[config.mk]
export PLATFORM = sky130hd
export DESIGN_NAME = idx_regport
export DESIGN_NICKNAME = d
export VERILOG_FILES = /design/src/rtl/regport_pkg.sv /design/src/rtl/regport_ptr.sv /design/src/rtl/regport_regfile.sv /design/src/rtl/regport_aux.sv /design/src/rtl/idx_regport.sv
export SDC_FILE = /design/constraint.sdc
export NUM_CORES = 1
export LEC_CHECK = 0
export BUFFER_PORTS_ARGS = -buffer_cell sky130_fd_sc_hd__buf_2
export CAP_MARGIN = 20
export CORE_UTILIZATION = 35
export DETAILED_ROUTE_END_ITERATION = 8
export GPL_TIMING_DRIVEN = 0
export PLACE_DENSITY_LB_ADDON = 0.3
export REMOVE_ABC_BUFFERS = 1
export SYNTH_ARGS = -nofsm -noshare
export SYNTH_HDL_FRONTEND = slang
export SYNTH_SLANG_ARGS = --single-unit
export TNS_END_PERCENT = 1
[constraint.sdc]
create_clock -name clk -period 2.55 [get_ports clk]
set_clock_uncertainty 0.2 [all_clocks]
set_input_delay 0.1275 -clock clk [delete_from_list [all_inputs] [get_ports clk]]
set_output_delay 0.1275 -clock clk [all_outputs]
set_load 0.02 [all_outputs]
[src/rtl/regport_pkg.sv]
package regport_pkg;
    localparam int BYTE_W   = 8;
    localparam int NUM_REGS = 26;
    localparam int PTR_W    = $clog2(NUM_REGS);
    localparam int CNT_W    = 3 * BYTE_W;

    localparam logic [PTR_W-1:0] IDX_SYNC    = PTR_W'(17);
    localparam logic [PTR_W-1:0] IDX_CNT_HI  = PTR_W'(18);
    localparam logic [PTR_W-1:0] IDX_CNT_MID = PTR_W'(19);
    localparam logic [PTR_W-1:0] IDX_CNT_LO  = PTR_W'(20);
    localparam logic [PTR_W-1:0] IDX_STATUS  = PTR_W'(23);
    localparam logic [PTR_W-1:0] IDX_CMD     = PTR_W'(24);
    localparam logic [PTR_W-1:0] IDX_LAST    = PTR_W'(NUM_REGS - 1);

    localparam int AUX_INT  = 7;
    localparam int AUX_LCI  = 6;
    localparam int AUX_BSY  = 5;
    localparam int AUX_CIP  = 4;
    localparam int AUX_PERR = 1;
    localparam int AUX_DBR  = 0;

    typedef enum logic {
        ACC_IDLE = 1'b0,
        ACC_RESP = 1'b1
    } acc_state_t;
endpackage

[src/rtl/regport_ptr.sv]
module regport_ptr
    import regport_pkg::*;
(
    input  logic              clk,
    input  logic              rst_n,
    input  logic              load,
    input  logic [BYTE_W-1:0] load_val,
    input  logic              step,
    output logic [PTR_W-1:0]  ptr
);
    localparam logic [BYTE_W-1:0] LAST_B = BYTE_W'(NUM_REGS - 1);

    always_ff @(posedge clk) begin
        if (!rst_n) begin
            ptr <= '0;
        end else if (load) begin
            ptr <= (load_val > LAST_B) ? IDX_LAST : load_val[PTR_W-1:0];
        end else if (step && ptr != IDX_LAST) begin
            ptr <= ptr + 1'b1;
        end
    end


    ptr_hold_chk: assert property (@(posedge clk) disable iff (!rst_n)
        (!load && ptr == IDX_LAST) |=> ptr == IDX_LAST);


    ptr_step_chk: assert property (@(posedge clk) disable iff (!rst_n)
        (step && !load && ptr != IDX_LAST) |=> ptr == $past(ptr) + 1'b1);
endmodule

[src/rtl/regport_regfile.sv]
module regport_regfile
    import regport_pkg::*;
(
    input  logic                            clk,
    input  logic                            rst_n,
    input  logic                            wr_en,
    input  logic [PTR_W-1:0]                wr_idx,
    input  logic [BYTE_W-1:0]               wr_data,
    input  logic                            stat_ld,
    input  logic [BYTE_W-1:0]               stat_val,
    output logic [NUM_REGS-1:0][BYTE_W-1:0] regs
);
    for (genvar g = 0; g < NUM_REGS; g++) begin : g_reg
        localparam logic [PTR_W-1:0] MY_IDX = PTR_W'(g);
        if (MY_IDX == IDX_STATUS) begin : g_status
            always_ff @(posedge clk) begin
                if (!rst_n)
                    regs[g] <= '0;
                else if (stat_ld)
                    regs[g] <= stat_val;
                else if (wr_en && wr_idx == MY_IDX)
                    regs[g] <= wr_data;
            end
        end else begin : g_plain
            always_ff @(posedge clk) begin
                if (!rst_n)
                    regs[g] <= '0;
                else if (wr_en && wr_idx == MY_IDX)
                    regs[g] <= wr_data;
            end
        end
    end


    stat_load_chk: assert property (@(posedge clk) disable iff (!rst_n)
        stat_ld |=> regs[IDX_STATUS] == $past(stat_val));
endmodule

[src/rtl/regport_aux.sv]
module regport_aux
    import regport_pkg::*;
(
    input  logic              clk,
    input  logic              rst_n,
    input  logic              irq_set,
    input  logic              int_clr,
    input  logic              cmd_acc,
    input  logic              cmd_ign,
    input  logic              busy,
    input  logic              cip,
    input  logic              perr,
    input  logic              dbr,
    output logic [BYTE_W-1:0] aux
);
    logic int_pend;
    logic lci;

    always_ff @(posedge clk) begin
        if (!rst_n) begin
            int_pend <= 1'b0;
            lci      <= 1'b0;
        end else begin
            if (irq_set)
                int_pend <= 1'b1;
            else if (int_clr)
                int_pend <= 1'b0;
            if (cmd_ign)
                lci <= 1'b1;
            else if (cmd_acc)
                lci <= 1'b0;
        end
    end

    always_comb begin
        aux           = '0;
        aux[AUX_INT]  = int_pend;
        aux[AUX_LCI]  = lci;
        aux[AUX_BSY]  = busy;
        aux[AUX_CIP]  = cip;
        aux[AUX_PERR] = perr;
        aux[AUX_DBR]  = dbr;
    end


    lci_set_chk: assert property (@(posedge clk) disable iff (!rst_n)
        cmd_ign |=> lci);


    int_set_chk: assert property (@(posedge clk) disable iff (!rst_n)
        irq_set |=> int_pend);


    int_clr_chk: assert property (@(posedge clk) disable iff (!rst_n)
        (int_clr && !irq_set) |=> !int_pend);
endmodule

[src/rtl/idx_regport.sv]
module idx_regport
    import regport_pkg::*;
(
    input  logic        clk,
    input  logic        rst_n,
    input  logic        host_sel,
    input  logic        host_wr,
    input  logic        host_rd,
    input  logic [7:0]  host_wdata,
    output logic [7:0]  host_rdata,
    output logic        host_rvalid,
    input  logic        core_busy,
    input  logic        core_cip,
    input  logic        core_perr,
    input  logic        core_dbr,
    input  logic        core_irq,
    input  logic [7:0]  core_status,
    output logic        cmd_valid,
    output logic [6:0]  cmd_code,
    output logic        cmd_single,
    output logic [23:0] xfer_count,
    output logic [3:0]  sync_offset,
    output logic [2:0]  sync_period
);
    acc_state_t state_q, state_d;

    logic [PTR_W-1:0]                ptr;
    logic [NUM_REGS-1:0][BYTE_W-1:0] regs;
    logic [BYTE_W-1:0]               aux;
    logic [BYTE_W-1:0]               rd_mux;
    logic [BYTE_W-1:0]               rdata_q;
    logic                            cmd_valid_q;

    logic rd_go, at_cmd, at_data, blocked;
    logic loc1_acc, accepted, step;
    logic cmd_acc, cmd_ign, int_clr, ptr_load;

    // access decode and gating
    always_comb begin
        rd_go    = host_rd && !host_wr;
        at_cmd   = (ptr == IDX_CMD);
        at_data  = (ptr == IDX_LAST);
        blocked  = (core_busy && !at_cmd && !at_data) || (core_cip && at_cmd);
        loc1_acc = host_sel && (host_wr || rd_go);
        accepted = loc1_acc && !blocked;
        step     = accepted && !at_data;
        ptr_load = !host_sel && host_wr;
        cmd_acc  = accepted && host_wr && at_cmd;
        cmd_ign  = host_sel && host_wr && at_cmd && core_cip;
        int_clr  = accepted && rd_go && (ptr == IDX_STATUS);
        if (!host_sel)
            rd_mux = aux;
        else if (blocked)
            rd_mux = '0;
        else
            rd_mux = regs[ptr];
    end

    regport_ptr u_ptr (
        .clk      (clk),
        .rst_n    (rst_n),
        .load     (ptr_load),
        .load_val (host_wdata),
        .step     (step),
        .ptr      (ptr)
    );

    regport_regfile u_regs (
        .clk      (clk),
        .rst_n    (rst_n),
        .wr_en    (accepted && host_wr),
        .wr_idx   (ptr),
        .wr_data  (host_wdata),
        .stat_ld  (core_irq),
        .stat_val (core_status),
        .regs     (regs)
    );

    regport_aux u_aux (
        .clk     (clk),
        .rst_n   (rst_n),
        .irq_set (core_irq),
        .int_clr (int_clr),
        .cmd_acc (cmd_acc),
        .cmd_ign (cmd_ign),
        .busy    (core_busy),
        .cip     (core_cip),
        .perr    (core_perr),
        .dbr     (core_dbr),
        .aux     (aux)
    );

    // access machine: state register
    always_ff @(posedge clk) begin
        if (!rst_n)
            state_q <= ACC_IDLE;
        else
            state_q <= state_d;
    end

    always_comb begin
        state_d = state_q;
        unique case (state_q)
            ACC_IDLE: if (rd_go) state_d = ACC_RESP;
            ACC_RESP: state_d = rd_go ? ACC_RESP : ACC_IDLE;
        endcase
    end

    // data and pulse registers
    always_ff @(posedge clk) begin
        if (!rst_n) begin
            rdata_q     <= '0;
            cmd_valid_q <= 1'b0;
        end else begin
            if (rd_go)
                rdata_q <= rd_mux;
            cmd_valid_q <= cmd_acc;
        end
    end

    // outputs
    always_comb begin
        host_rvalid = (state_q == ACC_RESP);
        host_rdata  = rdata_q;
        cmd_valid   = cmd_valid_q;
        cmd_code    = regs[IDX_CMD][6:0];
        cmd_single  = regs[IDX_CMD][7];
        xfer_count  = {regs[IDX_CNT_HI], regs[IDX_CNT_MID], regs[IDX_CNT_LO]};
        sync_offset = regs[IDX_SYNC][3:0];
        sync_period = regs[IDX_SYNC][6:4];
    end


    gate_hold_chk: assert property (@(posedge clk) disable iff (!rst_n)
        (host_sel && host_wr && core_busy && ptr < IDX_CMD) |=> ptr == $past(ptr));


    rvalid_chk: assert property (@(posedge clk) disable iff (!rst_n)
        (host_rd && !host_wr) |=> host_rvalid);


    no_rvalid_chk: assert property (@(posedge clk) disable iff (!rst_n)
        !host_rd |=> !host_rvalid);


    cmd_pulse_chk: assert property (@(posedge clk) disable iff (!rst_n)
        cmd_valid |-> !$past(core_cip));
endmodule

; ---- After elaboration in Yosys (flattened, before gate mapping)
; Cells that the tools add are included.
[totals]
word_cells = 128
inputBits = 26
ramBits = 0
reg_bits = 225
memories = 0
mem_bits_ro = 0
latch_bits = 0
[classes]
n_div = 0
n_addsub = 1
n_eq_ne = 26
multipliers = 0
shift = 0
n_reduce_logical = 53
muxes = 14
order_cmp = 2
bitwise = 0
[op_table]
columns = operator, n
row1 = 5-bit == test (second input constant), 10
row2 = 1-bit logical AND, 41
row3 = 8-bit binary-select mux with 5-bit select, 1
row4 = 5-bit by 4-bit == test with 1-bit output (second input constant), 8
row5 = 8-bit two-way mux, 5
row6 = 5-bit by 3-bit == test with 1-bit output (second input constant), 4
row7 = 5-bit two-way mux, 3
row8 = 5-bit by 2-bit == test with 1-bit output (second input constant), 2
row9 = 8-bit by 5-bit > comparator with 1-bit output (second input constant), 1
row10 = 2-bit nonzero test, 4
row11 = 5-bit by 6-bit less-than comparator with 1-bit output (second input constant), 1
row12 = 5-bit by 1-bit adder with 5-bit output (second input constant), 1
row13 = 5-bit by 1-bit == test with 1-bit output (second input constant), 1
row14 = 1-bit logical NOT, 5
row15 = 5-bit logical NOT, 1
row16 = 1-bit two-way mux, 5
row17 = 5-bit inequality test (second input constant), 1
row18 = 1-bit logical OR, 2

; ---- Logic depth before layout (Yosys ltp)
[logic_depth]
depth_word = 11
depth_mapped = 12
depth_no_buf = 7

; ---- Cells and area by module
; From an unflattened synthesis, not the netlist that was laid out.
[unflattened]
hier_cells = 1247
hier_area_um2 = 11349.6
[by_module_without_submodules]
columns = mod, area_per_inst_um2, seq_area_each_um2, cells_each, n_inst
row1 = regport_regfile, 8499.4, 4164.0, 963, 1
row2 = idx_regport, 2364.8, 200.2, 229, 1
row3 = regport_ptr, 339.1, 100.1, 40, 1
row4 = regport_aux, 146.4, 40.0, 15, 1

; ---- Least setup slack after synthesis
; OpenSTA, ideal clock, no wires.
[synth_path]
path_kind = flip-flop to flip-flop
from = reg u_ptr.ptr[0]
to = reg u_regs.regs[125] (netlist bit)
arrival_time_ps = 2249
setup_ps = 129
path_slack_ps = -28
t_required_ps = 2221
synth_period_minus_slack_ps = 2578
stages_incl_launch_ff = 13
path_cell_list = dfxtp_1 > buf_6 > buf_4 > buf_4 > inv_1 > ha_1 > clkbuf_1 > nor2_1 > o21ai_1 > nand4_1 > clkbuf_1 > nand3_1 > o21ai_0
[synth_via]
elab_chain_len = 9
[synth_lines]
columns = element, line_no
row1 = from (decl), regport_ptr.sv:9  ; output logic [PTR_W-1:0] ptr
row2 = from (signal assigned), regport_ptr.sv:17  ; ptr <= (load_val > LAST_B) ? IDX_LAST : load_val[PTR_W-1:0];
row3 = from (signal assigned), regport_ptr.sv:19  ; ptr <= ptr + 1'b1;
row4 = 5-bit == test, idx_regport.sv:41  ; at_cmd = (ptr == IDX_CMD);
row5 = 1-bit logical NOT, idx_regport.sv:43  ; blocked = (core_busy && !at_cmd && !at_data) || (core_cip && at_cmd);
row6 = 1-bit logical AND (2 in a row), idx_regport.sv:43
row7 = 1-bit logical OR, idx_regport.sv:43
row8 = 1-bit logical NOT, idx_regport.sv:45  ; accepted = loc1_acc && !blocked;
row9 = 1-bit logical AND, idx_regport.sv:45
row10 = 1-bit logical AND, idx_regport.sv:71  ; .wr_en (accepted && host_wr),
row11 = 1-bit logical AND *, regport_regfile.sv:28  ; else if (wr_en && wr_idx == MY_IDX)
row12 = "to (signal, indexed assignment)", regport_regfile.sv:29  ; regs[g] <= wr_data;
row13 = to (decl), regport_regfile.sv:11  ; output logic [NUM_REGS-1:0][BYTE_W-1:0] regs
; Every way passes the cells marked *; elsewhere a longest branch is shown, timed or not.
; A chain may end at the register's enable or synchronous reset.

; ---- Final worst setup path
[layout_path]
from = reg u_ptr.ptr[2]
to = reg rdata_q[6], in the netlist host_rdata[6]
[layout_via]
elab_chain_len = 7
[layout_lines]
columns = element, line_no
row1 = "parallel branches: the longest is 5 deep, another holds 8-bit binary-select mux with 5-bit select", --
row2 = 8-bit two-way mux *, idx_regport.sv:53  ; else if (blocked)
row3 = 8-bit two-way mux *, idx_regport.sv:51  ; if (!host_sel)
row4 = to (signal assigned), idx_regport.sv:116  ; rdata_q <= rd_mux;
row5 = to (decl), idx_regport.sv:31  ; logic [BYTE_W-1:0] rdata_q;
; Mark *: on every way between the ends. The select of a mux whose other input is x is not followed.

==> flow_summary.json <==
{
  "postRouteAntennaNets": 0,
  "slew_viol_final": 0,
  "holdWs_ns": 0.01170,
  "postRouteWirelength_mm": 30.33,
  "endpoint_kind": "register",
  "tightest_slew_ns": 0.9874,
  "numPortBuffers": 74,
  "die_area_um2": 31960,
  "rsz0062_at_grt": "true",
  "synth.area.top_cells": "dfxtp_1 (41%), mux2i_1 (15%), nor2b_1 (7.9%)",
  "synth_warnings": 0,
  "final_cell_count_no_fill": 1536,
  "powerDensity_nw_per_um2": 624.4,
  "viasPerCell": 5.307,
  "core_um2": 30670,
  "cts_tree": "yes",
  "synth_edf_count": 0,
  "clock_sinks": 225,
  "htreeDepth": 1,
  "cts.clk_slew.worst_paths_ns": 0.06,
  "hold_depth": 3,
  "path_class": "register to register",
  "fillers": 3019,
  "drc": 0,
  "drt-initial-drc-count": 848,
  "max-cap-violations": 0,
  "worstPathArrival_ns": 2.79,
  "fmax_ghz": 0.3939,
  "p_leak_nw": 5.209,
  "ys_seq_area_share_pct": 41.19,
  "die_h_um": 178.8,
  "grtUsageTotal_pct": 18.89,
  "fp.dieW_um": 178.8,
  "area_growth_pct": 15.95,
  "synth_top_area_cell": "dfxtp_1",
  "synth_seq_cells": 225,
  "avgSynthCellArea_um2": 9.889,
  "hold_violations": 0,
  "cts_buffers": 24,
  "synth_cell_type_count": 55,
  "layout_commonest_cell": "dfxtp_1",
  "antenna_found_initial": 1,
  "wire_per_inst_um": 19.74,
  "overflow": 0,
  "design_area_um2": 12680,
  "syn_inst": 1106,
  "io_pins": 75,
  "min_period_ns": 2.539,
  "initial_core_util_pct": 35.66,
  "dp_cells": 1447,
  "grt_pass1_wl_mm": 46.24,
  "syn-cell-area_um2": 10940,
  "vdd_drop_max_v": 0.0005006,
  "clk_latency_ns": 0.53,
  "status": "completed",
  "clock_path_buffers": 3,
  "worstHoldPathType": "primary input to register",
  "num_rows": 64,
  "required_ns": 2.80,
  "dr.pass1.iters": 5,
  "root_buffer": "clkbuf_16",
  "hpwl_mm": 18.85,
  "grt_max_degree": 121,
  "r2r_cells": 5,
  "setup-violations-final": 0,
  "gp_congestion": 0.8586,
  "crit_fanout": 20,
  "grt_pass1_vias": 7608,
  "vias": 8152,
  "crit_path_start_kind": "register",
  "synth_async_sr_flop_share_pct": 0,
  "slew_headroom_pct": 33.93,
  "place_area_um2": 11230,
  "fin_nets": 1152,
  "final_cell_mix": "dfxtp_1 (220), mux2i_1 (164), nor2b_1 (136)",
  "drive_gt1_share_pct": 18.70,
  "synth_top_area_share_pct": 41.19,
  "finalCritPeriodShare_pct": 99.55,
  "ys.flop_type": "dfxtp_1"
}
-- layer usage --
layer | track usage (%) | vias to the layer above | wire length (um)
li1 | - | 3917 | -
met1 | 27.31 | 3952 | 14640
met2 | 30.04 | 239 | 13690
met3 | 2.269 | 44 | 1489
met4 | 3.814 | 0 | 499
met5 | 0 | - | 0
-- worst max-delay path, stage by stage, from the launching register on --
cell      delay (ns)
dfxtp_2         0.48
nor2_1          0.82
a22oi_1         0.35
o2111a_1        0.23
a211oi_1        0.20
a21boi_0        0.19
-- flip-flops by register name (all words and copies together) (netlist names) --
name	count
cmd_valid	1
host_rdata	8
host_rvalid	1
u_aux.int_pend	1
u_aux.lci	1
u_ptr.ptr	5
u_regs.regs	208
-- per-stage QoR --
step           setup slack [ns]  power (W)  utilization (%)  setup TNS (ns)
3_5_place_dp             -1.137   0.004281            36.61         -128.52
6_report                0.01150   0.007918            41.35               0
4_1_cts                 -0.1798   0.007957            40.75          -2.865
2_1_floorplan            -1.560   0.003988                -         -233.92
3_3_place_gp             -3.668   0.004282            36.19         -614.90
5_1_grt                -0.08994   0.008183            41.34        -0.09602
-- path summary, 6_finish.rpt --
check / from / to / slack, ns
setup / recovery: u_ptr.ptr[2] / host_rdata[6] / 0.01
hold / removal: host_wdata[4] / u_regs.regs[20] / 0.01
setup reg to reg: u_ptr.ptr[2] / host_rdata[6] / 0.01
hold reg to reg: u_regs.regs[23] / u_regs.regs[23] / 0.26
-- where the power goes --
part	total, W	internal [W]	switching (W)
clock	0.00361	0.00218	0.00143
sequential	0.00358	0.00355	0.0000377
combinational	0.000722	0.000288	0.000434
total	0.00792	0.00601	0.00190
-- cell usage after synthesis, drive strengths merged (2+ instances only) --
master / instances
dfxtp: 225
mux2i: 164
nor2b: 138
nand2: 107
nand3: 79
clkbuf: 70
buf: 64
a21boi: 60
o21ai: 39
mux4: 38
a22oi: 17
o22ai: 14
a21oi: 9
nor2: 7
inv: 6
nor3: 6
ha: 5
nand2b: 5
nand4: 5
a221oi: 4
o2111ai: 4
or3: 4
and2: 3
nor4: 3
a221o: 2
and3: 2
and3b: 2
and4: 2
nand3b: 2
nand4b: 2
o31a: 2
or2: 2
-- kinds of logic (layout without fill, tap and decap cells) --
| kind of cell | count (synthesis) | count (layout) | synth area share (%) |
|---|---|---|---|
| XOR/XNOR | 2 | 2 | 0.1602 |
| AO/OA/AOI/OAI | 160 | 160 | 10.02 |
| multiplexers | 203 | 203 | 23.25 |
| other | 0 | 1 | 0 |
| buffers and inverters | 140 | 173 | 6.624 |
| flip-flops | 225 | 225 | 41.19 |
| adder cells (fa/ha/maj) | 5 | 5 | 0.5720 |
| AND/OR/NAND/NOR | 371 | 371 | 18.19 |
-- final cells by class --
class	instances	area [um2]	area share, %
Inverter	6	33.78	0.2664
Multi-Input combinational cell	741	5892	46.46
Sequential cell	225	4516	35.61
Tap cell	396	495.5	3.907
Antenna cell	1	2.502	0.01973
Clock inverter	4	45.04	0.3552
Timing Repair Buffer	123	914.6	7.213
Clock buffer	40	782.0	6.167
-- repair_timing --
| action | in CTS | in global routing |
|---|---|---|
| setup endpoints to repair | 223 | 190 |
| hold buffers | 22 | 0 |
| hold endpoints to repair | 85 | 0 |
| setup buffers | 6 | 16 |
| cloned | 0 | 0 |
| gates resized for setup | 35 | 8 |
| pin swaps | 6 | 3 |
Note: power is estimated with default switching activity, not from simulation.
